## src/rtl/kbc_pkg.sv

```systemverilog
package kbc_pkg;
  localparam int BYTE_W = 8;
  localparam int NIB_W  = BYTE_W / 2;

  typedef logic [BYTE_W-1:0] byte_t;

  typedef enum logic [2:0] {
    PEND_NONE, PEND_MODE, PEND_OUTPORT, PEND_KBDBUF, PEND_AUXBUF, PEND_MOUSE
  } pend_e;

  typedef enum logic [1:0] {
    SRC_CONST, SRC_MODE, SRC_OUTPORT, SRC_DATA
  } pushSrc_e;

  typedef struct packed {
    logic     push;
    logic     pushAux;
    pushSrc_e src;
    byte_t    constByte;
    logic     loadMode;
    logic     setModeBits;
    logic     clrModeBits;
    byte_t    modeMask;
    logic     setSelfTest;
    logic     a20On;
    logic     a20Off;
    logic     loadOutport;
    logic     fwdKbd;
    logic     fwdMouse;
    logic     rstPulse;
    logic     badCmd;
  } ctlStrobe_t;

  localparam byte_t MODE_RESET = 8'h03;
  localparam byte_t OUT_RESET  = 8'h03;
  localparam int MODE_KIRQ = 0;
  localparam int MODE_AIRQ = 1;
  localparam int MODE_KDIS = 4;
  localparam int MODE_ADIS = 5;
  localparam int MODE_XLAT = 6;
  localparam int OUT_NRST  = 0;
  localparam int OUT_GATE  = 1;
endpackage

```

## src/rtl/kbc_ctl.sv

```systemverilog
module kbc_ctl
  import kbc_pkg::*;
(
  input  logic       clk,
  input  logic       rstN,
  input  logic       wrValid,
  input  logic       wrIsCmd,
  input  byte_t      wrByte,
  output ctlStrobe_t st
);
  pend_e pendQ, pendD;
  byte_t cmd;

  // fold the pulse-command family onto reset or no-op
  always_comb begin
    cmd = wrByte;
    if (wrByte[BYTE_W-1 -: NIB_W] == {NIB_W{1'b1}})
      cmd = wrByte[0] ? 8'hFF : 8'hFE;
  end

  always_comb begin
    st    = '0;
    pendD = pendQ;
    if (wrValid && wrIsCmd) begin
      unique case (cmd)
        8'h20: begin st.push = 1'b1; st.src = SRC_MODE; end
        8'h60: pendD = PEND_MODE;
        8'hD1: pendD = PEND_OUTPORT;
        8'hD2: pendD = PEND_KBDBUF;
        8'hD3: pendD = PEND_AUXBUF;
        8'hD4: pendD = PEND_MOUSE;
        8'hA7: begin st.setModeBits = 1'b1; st.modeMask = 8'(1 << MODE_ADIS); end
        8'hA8: begin st.clrModeBits = 1'b1; st.modeMask = 8'(1 << MODE_ADIS); end
        8'hAD: begin st.setModeBits = 1'b1; st.modeMask = 8'(1 << MODE_KDIS); end
        8'hAE: begin st.clrModeBits = 1'b1; st.modeMask = 8'(1 << MODE_KDIS); end
        8'hA9, 8'hAB: begin st.push = 1'b1; st.src = SRC_CONST; st.constByte = 8'h00; end
        8'hAA: begin
          st.push = 1'b1; st.src = SRC_CONST; st.constByte = 8'h55;
          st.setSelfTest = 1'b1;
        end
        8'hC0: begin st.push = 1'b1; st.src = SRC_CONST; st.constByte = 8'h80; end
        8'hD0: begin st.push = 1'b1; st.src = SRC_OUTPORT; end
        8'hDF: st.a20On  = 1'b1;
        8'hDD: st.a20Off = 1'b1;
        8'hFE: st.rstPulse = 1'b1;
        8'hFF: ;
        default: st.badCmd = 1'b1;
      endcase
    end else if (wrValid) begin
      pendD = PEND_NONE;
      unique case (pendQ)
        PEND_MODE:    st.loadMode    = 1'b1;
        PEND_OUTPORT: st.loadOutport = 1'b1;
        PEND_KBDBUF:  begin st.push = 1'b1; st.src = SRC_DATA; end
        PEND_AUXBUF:  begin st.push = 1'b1; st.pushAux = 1'b1; st.src = SRC_DATA; end
        PEND_MOUSE:   st.fwdMouse = 1'b1;
        default:      st.fwdKbd   = 1'b1;
      endcase
    end
  end

  always_ff @(posedge clk) begin
    if (!rstN) pendQ <= PEND_NONE;
    else       pendQ <= pendD;
  end

  assert_disarm_R4: assert property (@(posedge clk) disable iff (!rstN)
    (wrValid && !wrIsCmd) |=> (pendQ == PEND_NONE));

  assert_arm_mode_R3: assert property (@(posedge clk) disable iff (!rstN)
    (wrValid && wrIsCmd && wrByte == 8'h60) |=> (pendQ == PEND_MODE));

  assert_bad_keeps_pend_R12: assert property (@(posedge clk) disable iff (!rstN)
    st.badCmd |=> (pendQ == $past(pendQ)));
endmodule

```

## src/rtl/kbc_dp.sv

```systemverilog
module kbc_dp
  import kbc_pkg::*;
(
  input  logic       clk,
  input  logic       rstN,
  input  ctlStrobe_t st,
  input  byte_t      dataByte,
  input  logic       kbdHasData,
  input  logic       auxHasData,
  output logic       pushValid,
  output logic       pushAux,
  output byte_t      pushByte,
  output logic       kbdFwdValid,
  output logic       mouseFwdValid,
  output byte_t      fwdByte,
  output logic       translateEn,
  output logic       a20,
  output logic       resetReq,
  output logic       badCmd,
  output logic       irqKbd,
  output logic       irqAux,
  output byte_t      statusByte
);
  byte_t modeQ, outQ, outRead, pushNext;
  logic  selfTestQ, anyData, auxOnly;

  assign anyData = kbdHasData | auxHasData;
  assign auxOnly = auxHasData & ~kbdHasData;

  // buffer-full flags are live, stored bits 4 and 5 are replaced on read
  assign outRead = {outQ[7:6], auxOnly, anyData, outQ[3:0]};

  always_comb begin
    unique case (st.src)
      SRC_CONST:   pushNext = st.constByte;
      SRC_MODE:    pushNext = modeQ;
      SRC_OUTPORT: pushNext = outRead;
      default:     pushNext = dataByte;
    endcase
  end

  always_ff @(posedge clk) begin
    if (!rstN) begin
      modeQ         <= MODE_RESET;
      outQ          <= OUT_RESET;
      selfTestQ     <= 1'b0;
      pushValid     <= 1'b0;
      pushAux       <= 1'b0;
      pushByte      <= '0;
      kbdFwdValid   <= 1'b0;
      mouseFwdValid <= 1'b0;
      fwdByte       <= '0;
      resetReq      <= 1'b0;
      badCmd        <= 1'b0;
    end else begin
      if (st.loadMode)         modeQ <= dataByte;
      else if (st.setModeBits) modeQ <= modeQ | st.modeMask;
      else if (st.clrModeBits) modeQ <= modeQ & ~st.modeMask;

      if (st.loadOutport)  outQ           <= dataByte;
      else if (st.a20On)   outQ[OUT_GATE] <= 1'b1;
      else if (st.a20Off)  outQ[OUT_GATE] <= 1'b0;

      if (st.setSelfTest) selfTestQ <= 1'b1;

      pushValid     <= st.push;
      pushAux       <= st.pushAux;
      pushByte      <= st.push ? pushNext : pushByte;
      kbdFwdValid   <= st.fwdKbd;
      mouseFwdValid <= st.fwdMouse;
      fwdByte       <= (st.fwdKbd | st.fwdMouse) ? dataByte : fwdByte;
      resetReq      <= st.rstPulse | (st.loadOutport & ~dataByte[OUT_NRST]);
      badCmd        <= st.badCmd;
    end
  end

  assign translateEn = modeQ[MODE_XLAT];
  assign a20         = outQ[OUT_GATE];
  assign irqKbd      = kbdHasData & modeQ[MODE_KIRQ] & ~modeQ[MODE_KDIS];
  assign irqAux      = auxOnly & modeQ[MODE_AIRQ];
  assign statusByte  = {2'b00, auxOnly, 1'b1, 1'b1, selfTestQ, 1'b0, anyData};

  assert_mode_set_R7: assert property (@(posedge clk) disable iff (!rstN)
    (st.setModeBits && !st.loadMode) |=> ((modeQ & $past(st.modeMask)) == $past(st.modeMask)));

  assert_mode_clr_R7: assert property (@(posedge clk) disable iff (!rstN)
    (st.clrModeBits && !st.loadMode) |=> ((modeQ & $past(st.modeMask)) == 8'h00));

  assert_selftest_sticky_R6: assert property (@(posedge clk) disable iff (!rstN)
    $past(selfTestQ) |-> selfTestQ);
endmodule

```

## src/rtl/kbc_cmd_proc.sv

```systemverilog
module kbc_cmd_proc
  import kbc_pkg::*;
(
  input  logic       clk,
  input  logic       rstN,
  input  logic       wrValid,
  input  logic       wrIsCmd,
  input  logic [7:0] wrByte,
  input  logic       kbdHasData,
  input  logic       auxHasData,
  output logic       pushValid,
  output logic       pushAux,
  output logic [7:0] pushByte,
  output logic       kbdFwdValid,
  output logic       mouseFwdValid,
  output logic [7:0] fwdByte,
  output logic       translateEn,
  output logic       a20,
  output logic       resetReq,
  output logic       badCmd,
  output logic       irqKbd,
  output logic       irqAux,
  output logic [7:0] statusByte
);
  ctlStrobe_t strobes;

  kbc_ctl u_ctl (
    .clk(clk), .rstN(rstN), .wrValid(wrValid), .wrIsCmd(wrIsCmd),
    .wrByte(wrByte), .st(strobes)
  );

  kbc_dp u_dp (
    .clk(clk), .rstN(rstN), .st(strobes), .dataByte(wrByte),
    .kbdHasData(kbdHasData), .auxHasData(auxHasData),
    .pushValid(pushValid), .pushAux(pushAux), .pushByte(pushByte),
    .kbdFwdValid(kbdFwdValid), .mouseFwdValid(mouseFwdValid), .fwdByte(fwdByte),
    .translateEn(translateEn), .a20(a20), .resetReq(resetReq), .badCmd(badCmd),
    .irqKbd(irqKbd), .irqAux(irqAux), .statusByte(statusByte)
  );

  assert_event_single_R13: assert property (@(posedge clk) disable iff (!rstN)
    $onehot0({pushValid, kbdFwdValid, mouseFwdValid, resetReq, badCmd}));

  assert_event_needs_write_R13: assert property (@(posedge clk) disable iff (!rstN)
    (pushValid || kbdFwdValid || mouseFwdValid || resetReq || badCmd) |-> $past(wrValid));

  assert_a20_quiet_R8: assert property (@(posedge clk) disable iff (!rstN)
    !$past(wrValid) |-> $stable(a20));

  assert_xlat_quiet_R5: assert property (@(posedge clk) disable iff (!rstN)
    !$past(wrValid) |-> $stable(translateEn));

  assert_irq_excl_R11: assert property (@(posedge clk) disable iff (!rstN)
    !(irqKbd && irqAux));
endmodule

```

## config.mk

```make
export PLATFORM = sky130hd
export DESIGN_NAME = kbc_cmd_proc
export DESIGN_NICKNAME = d
export VERILOG_FILES = /design/src/rtl/kbc_pkg.sv /design/src/rtl/kbc_ctl.sv /design/src/rtl/kbc_dp.sv /design/src/rtl/kbc_cmd_proc.sv
export SDC_FILE = /design/constraint.sdc
export NUM_CORES = 1
export LEC_CHECK = 0
export BUFFER_PORTS_ARGS = -buffer_cell sky130_fd_sc_hd__buf_4
export CORE_ASPECT_RATIO = 0.6
export CORE_UTILIZATION = 55
export CTS_CLUSTER_DIAMETER = 120
export DETAILED_ROUTE_END_ITERATION = 8
export HOLD_SLACK_MARGIN = 0.15
export PLACE_DENSITY = 0.87
export SETUP_SLACK_MARGIN = 0.02
export SYNTH_ARGS = -nofsm -noshare
export SYNTH_HDL_FRONTEND = slang
export SYNTH_SLANG_ARGS = --single-unit
```

## constraint.sdc

```tcl
create_clock -name clk -period 3.8 [get_ports clk]
set_input_delay 0 -clock clk [delete_from_list [all_inputs] [get_ports clk]]
set_output_delay 0 -clock clk [all_outputs]
set_load 0.005 [all_outputs]
```

# Word level (Yosys, flattened, before mapping)
# Cells that the tools add are included.
classes:
  addsub: 0
  mul: 0
  n_div: 0
  order_cmp: 0
  n_eq_ne: 28
  shifts: 0
  mux: 40
  n_bitwise: 16
  reduce_logical: 16
ops:
  columns: ["operator", "count"]
  rows:
  - ["$eq 8x8->1 const B", 17]
  - ["$mux 8", 5]
  - ["$pmux 8 s3", 1]
  - ["$mux 1", 21]
  - ["$reduce_or 19->1", 1]
  - ["$pmux 8 s2", 1]
  - ["$pmux 3 s5", 1]
  - ["$mux 13", 1]
  - ["$mux 3", 4]
  - ["$pmux 6 s2", 1]
  - ["$reduce_or 2->1", 5]
  - ["$and 8x8->8", 1]
  - ["$eq 8x6->1 const B", 1]
  - ["$eq 8x7->1 const B", 1]
  - ["$not 8->8", 1]
  - ["$or 8x8->8", 1]
  - ["$eq 3x2->1 const B", 2]
  - ["$eq 3x3->1 const B", 2]
  - ["$mux 2", 3]
  - ["$ne 6x6->1 const B", 1]
  - ["$reduce_bool 3->1", 2]
  - ["$reduce_or 6->1", 1]
  - ["$and 1x1->1", 5]
  - ["$not 1->1", 5]
  - ["13 further kinds", 16]
word_totals:
  register_bits: 42
  latch_bits: 0
  ram_bits: 0
  rom_bits: 0
  in_bits: 14
  elab_cells: 113
  mem_count: 0

# Depth between registers and ports, before layout
logic_depth:
  depth_word: 11
  mapped_depth: 6
  ltp_nobuf: 5

# Cells and area by module
# A second synthesis with hierarchy kept.
unflattened:
  cells_unflattened: 292
  area_unflattened_um2: 2414.8
by_module_without_submodules:
  columns: ["module", "n_inst", "cells_each", "area_each_um2", "seq_area_each_um2"]
  rows:
  - ["kbc_dp", 1, 175, 1625.3, 740.7]
  - ["kbc_ctl", 1, 117, 789.5, 60.1]

# Worst setup path after synthesis
# Ideal clock, no wire load.
synth_timing:
  kind: "reg-to-reg"
  startpoint: "register u_ctl.pendQ[2]"
  endpoint: "register u_dp.outQ[1]"
  setup_ps: 122
  arrival_time_ps: 1472
  required_ps: 3678
  path_slack_ps: 2206
  path_stages_with_launch: 5
  path_cell_list: "dfxtp_1 > clkbuf_1 > or4b_1 > clkbuf_1 > a311o_1"
synth_between:
  elab_chain_cells: 5
synth_rtl:
  columns: ["item", "line", "source"]
  rows:
  - ["from (decl)", "kbc_ctl.sv:11", "pend_e pendQ, pendD;"]
  - ["from (signal assigned)", "kbc_ctl.sv:64", "else pendQ <= pendD;"]
  - ["$eq 3x2->1 (*)", "kbc_ctl.sv:51", "unique case (pendQ)"]
  - ["$mux 1 (*)", "kbc_ctl.sv:51", null]
  - ["$mux 3 (*)", "kbc_ctl.sv:49", "end else if (wrValid) begin"]
  - ["$mux 3 (*)", "kbc_ctl.sv:24", "if (wrValid && wrIsCmd) begin"]
  - ["$reduce_bool 3->1 (no source line) or $mux 1 (tied branches)", null, null]
  - ["to (signal assigned)", "kbc_dp.sv:60", "if (st.loadOutport) outQ <= dataByte;"]
  - ["to (decl)", "kbc_dp.sv:24", "byte_t modeQ, outQ, outRead, pushNext;"]
# Every way passes the cells marked *; elsewhere a longest branch is shown, timed or not.
# A chain may end at the register's enable or synchronous reset.

# Worst setup path after layout
layout_timing:
  startpoint: "input wrValid"
  endpoint: "register u_dp.outQ[0]"
layout_between:
  elab_chain_cells: 2
layout_rtl:
  columns: ["item", "line", "source"]
  rows:
  - ["from (decl)", "kbc_cmd_proc.sv:6", "input logic wrValid,"]
  - ["$mux 3 or $logic_and 1x1->1 (tied branches)", "kbc_ctl.sv:49, kbc_ctl.sv:24", null]
  - ["$mux 3 (*)", "kbc_ctl.sv:24", null]
# Marked as above.

==> results.cfg <==
[cts]
clock_latency_ns = 0.29
root_buffer = clkbuf_8
max-clock-path-buffers = 2
cts.sinks = 40
cts-buffers-inserted = 5
cts_setup_buffers = 0
cts-hold-fix-buffers = 13
cts_tree = done
cts_resized = 0
clkTransAtPathRegs_ns = 0.07
cts_max_level = 2

[synth]
ys.flop_type = dfxtp_1
netlist_area_sq_um = 2180
ys_ff_latch = 40
synthArstFlopShare_pct = 0
ys_warn_count = 0
synth_cells = 243
synth_edf_count = 0
synth_area_per_cell_sq_um = 8.98
synth-seq-area-share_pct = 36.7
synth.distinct_cells = 64

[floorplanning]
rows = 17
fp.coreArea_sq_um = 3720
die_h_microns = 50.8
initial_core_util_pct = 58.6
die-area_sq_um = 4230
ios = 48
die_x_microns = 83.3

[routing]
dr.pass1.iters = 6
vias = 2037
ant_nets = 0
drc_errors = 0
post_drt_wl_per_cell_microns = 16.2
via_per_inst = 6.17
drtIter0Drc = 174
wirelength_microns = 5330

[timing]
max_freq_mhz = 447
post-route-period-util_pct = 58.8
setup-tns-final_ns = 0
min_period_ns = 2.23
rsz0062_at_grt = false
worst_pin_slew_ns = 1.06
maxSlewHeadroom_pct = 28.8
setup_violations = 0
slew_violations = 0
fin_ws_ns = 1.57
finalHoldViolCount = 0
fin_skew_ns = 0.00351

[global_route]
first_global_vias = 1774
antenna_found_initial = 0
grt_max_degree = 30
grt_pass1_wl_microns = 8660
overflow = 0
grtUsageTotal_pct = 26.8

[critical_path]
rrSetupSlack_ns = 1.63
crit_type = primary input to register
path_max_fanout = 8
r2r_cells = 4
worstSetupStartpointType = primary input
worst_ep_arrival_time_ns = 2.41
required_ns = 3.98
setup.worst_path.end_class = register

[power]
p_sw_uw = 213
vdd_drop_max_v = 0.000248
p_leak_uw = 0.00106
comb_power_share_pct = 13.4
p_seq_share_pct = 52.9
p_clk_share_pct = 33.7
power.internal_uw = 597
p_total_uw = 810
powerDensity_nw_per_um2 = 313
switching_share_pct = 26.3

[place]
gp_congestion = 0.854
post_dp_cell_area_sq_um = 2370
post-place-ws_ns = 2.03
dpl.hpwl_microns = 3520
io_buffers = 42

[cells_and_area]
final_layout_size_suffix_gt1_share_pct = 25.1
most-common-layout-cells = buf_4 (42), dfxtp_1 (40), nand2_1 (29)
final_nets = 297
final_common_cell = buf_4
n_antenna_cell = 0
area_growth_pct = 18.5
fin_area_sq_um = 2590

[run]
maxCapViolCount = 0

[outcome]
status = finished clean

[min_path]
hold_depth = 3
hold_class = primary input to register
-- through the flow --
stage                     cells  util (%)  hold slack (ns)
final                       330      69.5            0.153
after global routing        330      69.5            0.154
after CTS                   330      69.5            0.152
after detailed placement    310      63.8            0.252
after global placement      310      63.8            0.252
after floorplan             246         -           0.0806
-- final cells by class --
cell class	count	area [sq um]
clock buffers	5	68.8
well taps	47	58.8
clock inverters	2	12.5
multi-input cells	177	1180
repair buffers	55	445
flip-flops and latches	40	801
fillers	294	1140
inverters	4	15.0
-- cells by family after synthesis --
| kind of cell | count (synthesis) | synth area share, % |
|---|---|---|
| muxes | 13 | 5.96 |
| AOI/OAI and AO/OA | 58 | 20.6 |
| DFF | 40 | 36.7 |
| other | 2 | 0.344 |
| xor gates and xnor gates | 1 | 0.401 |
| buffers and inverters | 29 | 9.52 |
| and+or+nand+nor | 100 | 26.4 |
-- flip-flops by register name (all words and copies together) (netlist names), 3 cells and up, named ones only --
register / cells
u_dp.fwdByte: 8
u_dp.outQ: 6
u_ctl.pendQ: 3
u_dp.modeQ: 6
u_dp.pushByte: 8
-- critical path: stages --
cell and delay, ns:
dlygate4sd3_1 0.52, buf_4 0.13, nand2b_1 0.13, or4b_1 0.76
mux2i_1 0.24, nand2_1 0.07, dlygate4sd3_1 0.56
-- routing by layer --
layer | share of wire, % | wire (microns) | track usage [%] | vias up
li1 | - | - | - | 955
met1 | 46 | 2470 | 37.1 | 962
met2 | 44 | 2330 | 41.7 | 111
met3 | 8.6 | 459 | 5.10 | 9
met4 | 1.4 | 73 | 10.1 | 0
met5 | 0 | 0 | 0 | -
-- cell usage after synthesis, types with 2 or more instances --
| cell | count | share of area (%) |
|---|---|---|
| nand2b_1 | 4 | 1.1 |
| or4b_1 | 2 | 0.92 |
| mux2i_1 | 13 | 6.0 |
| nand3_1 | 9 | 2.1 |
| a211oi_1 | 2 | 0.69 |
| inv_1 | 2 | 0.34 |
| and3_1 | 2 | 0.57 |
| a222oi_1 | 3 | 1.4 |
| dfxtp_1 | 40 | 37 |
| a221oi_1 | 4 | 1.6 |
| conb_1 | 2 | 0.34 |
| buf_4 | 11 | 3.8 |
| bufbuf_8 | 2 | 1.7 |
| nor4_1 | 2 | 0.57 |
| a21oi_1 | 11 | 2.5 |
| o21ai_1 | 2 | 0.46 |
| nand2_1 | 29 | 5.0 |
| nand3b_1 | 2 | 0.69 |
| o2bb2ai_1 | 8 | 3.2 |
| nor2_1 | 21 | 3.6 |
| buf_2 | 4 | 0.92 |
| o21ai_0 | 9 | 2.1 |
| o21a_1 | 2 | 0.69 |
| a31oi_1 | 2 | 0.57 |
| clkbuf_1 | 5 | 0.86 |
| inv_2 | 2 | 0.34 |
| or3_1 | 3 | 0.86 |
| o21a_2 | 2 | 0.80 |
| nor3_1 | 8 | 1.8 |
-- power groups by stage --
stage / sequential [uW] / clock, uW / combinational [uW]
after detailed placement: 438 / 0 / 96.6
final: 428 / 273 / 108
after CTS: 428 / 277 / 107
after global placement: 438 / 0 / 95.2
after floorplan: 438 / 0 / 72.9
after global routing: 429 / 292 / 117
-- worst paths after layout --
path,startpoint,end
setup reg to reg,u_ctl.pendQ[2],u_dp.outQ[0]
hold / removal,wrIsCmd,u_dp.kbdFwdValid
setup / recovery,wrValid,u_dp.outQ[0]
hold reg to reg,u_dp.modeQ[2],u_dp.modeQ[2]
No activity file was read; power rests on OpenSTA's default activity.
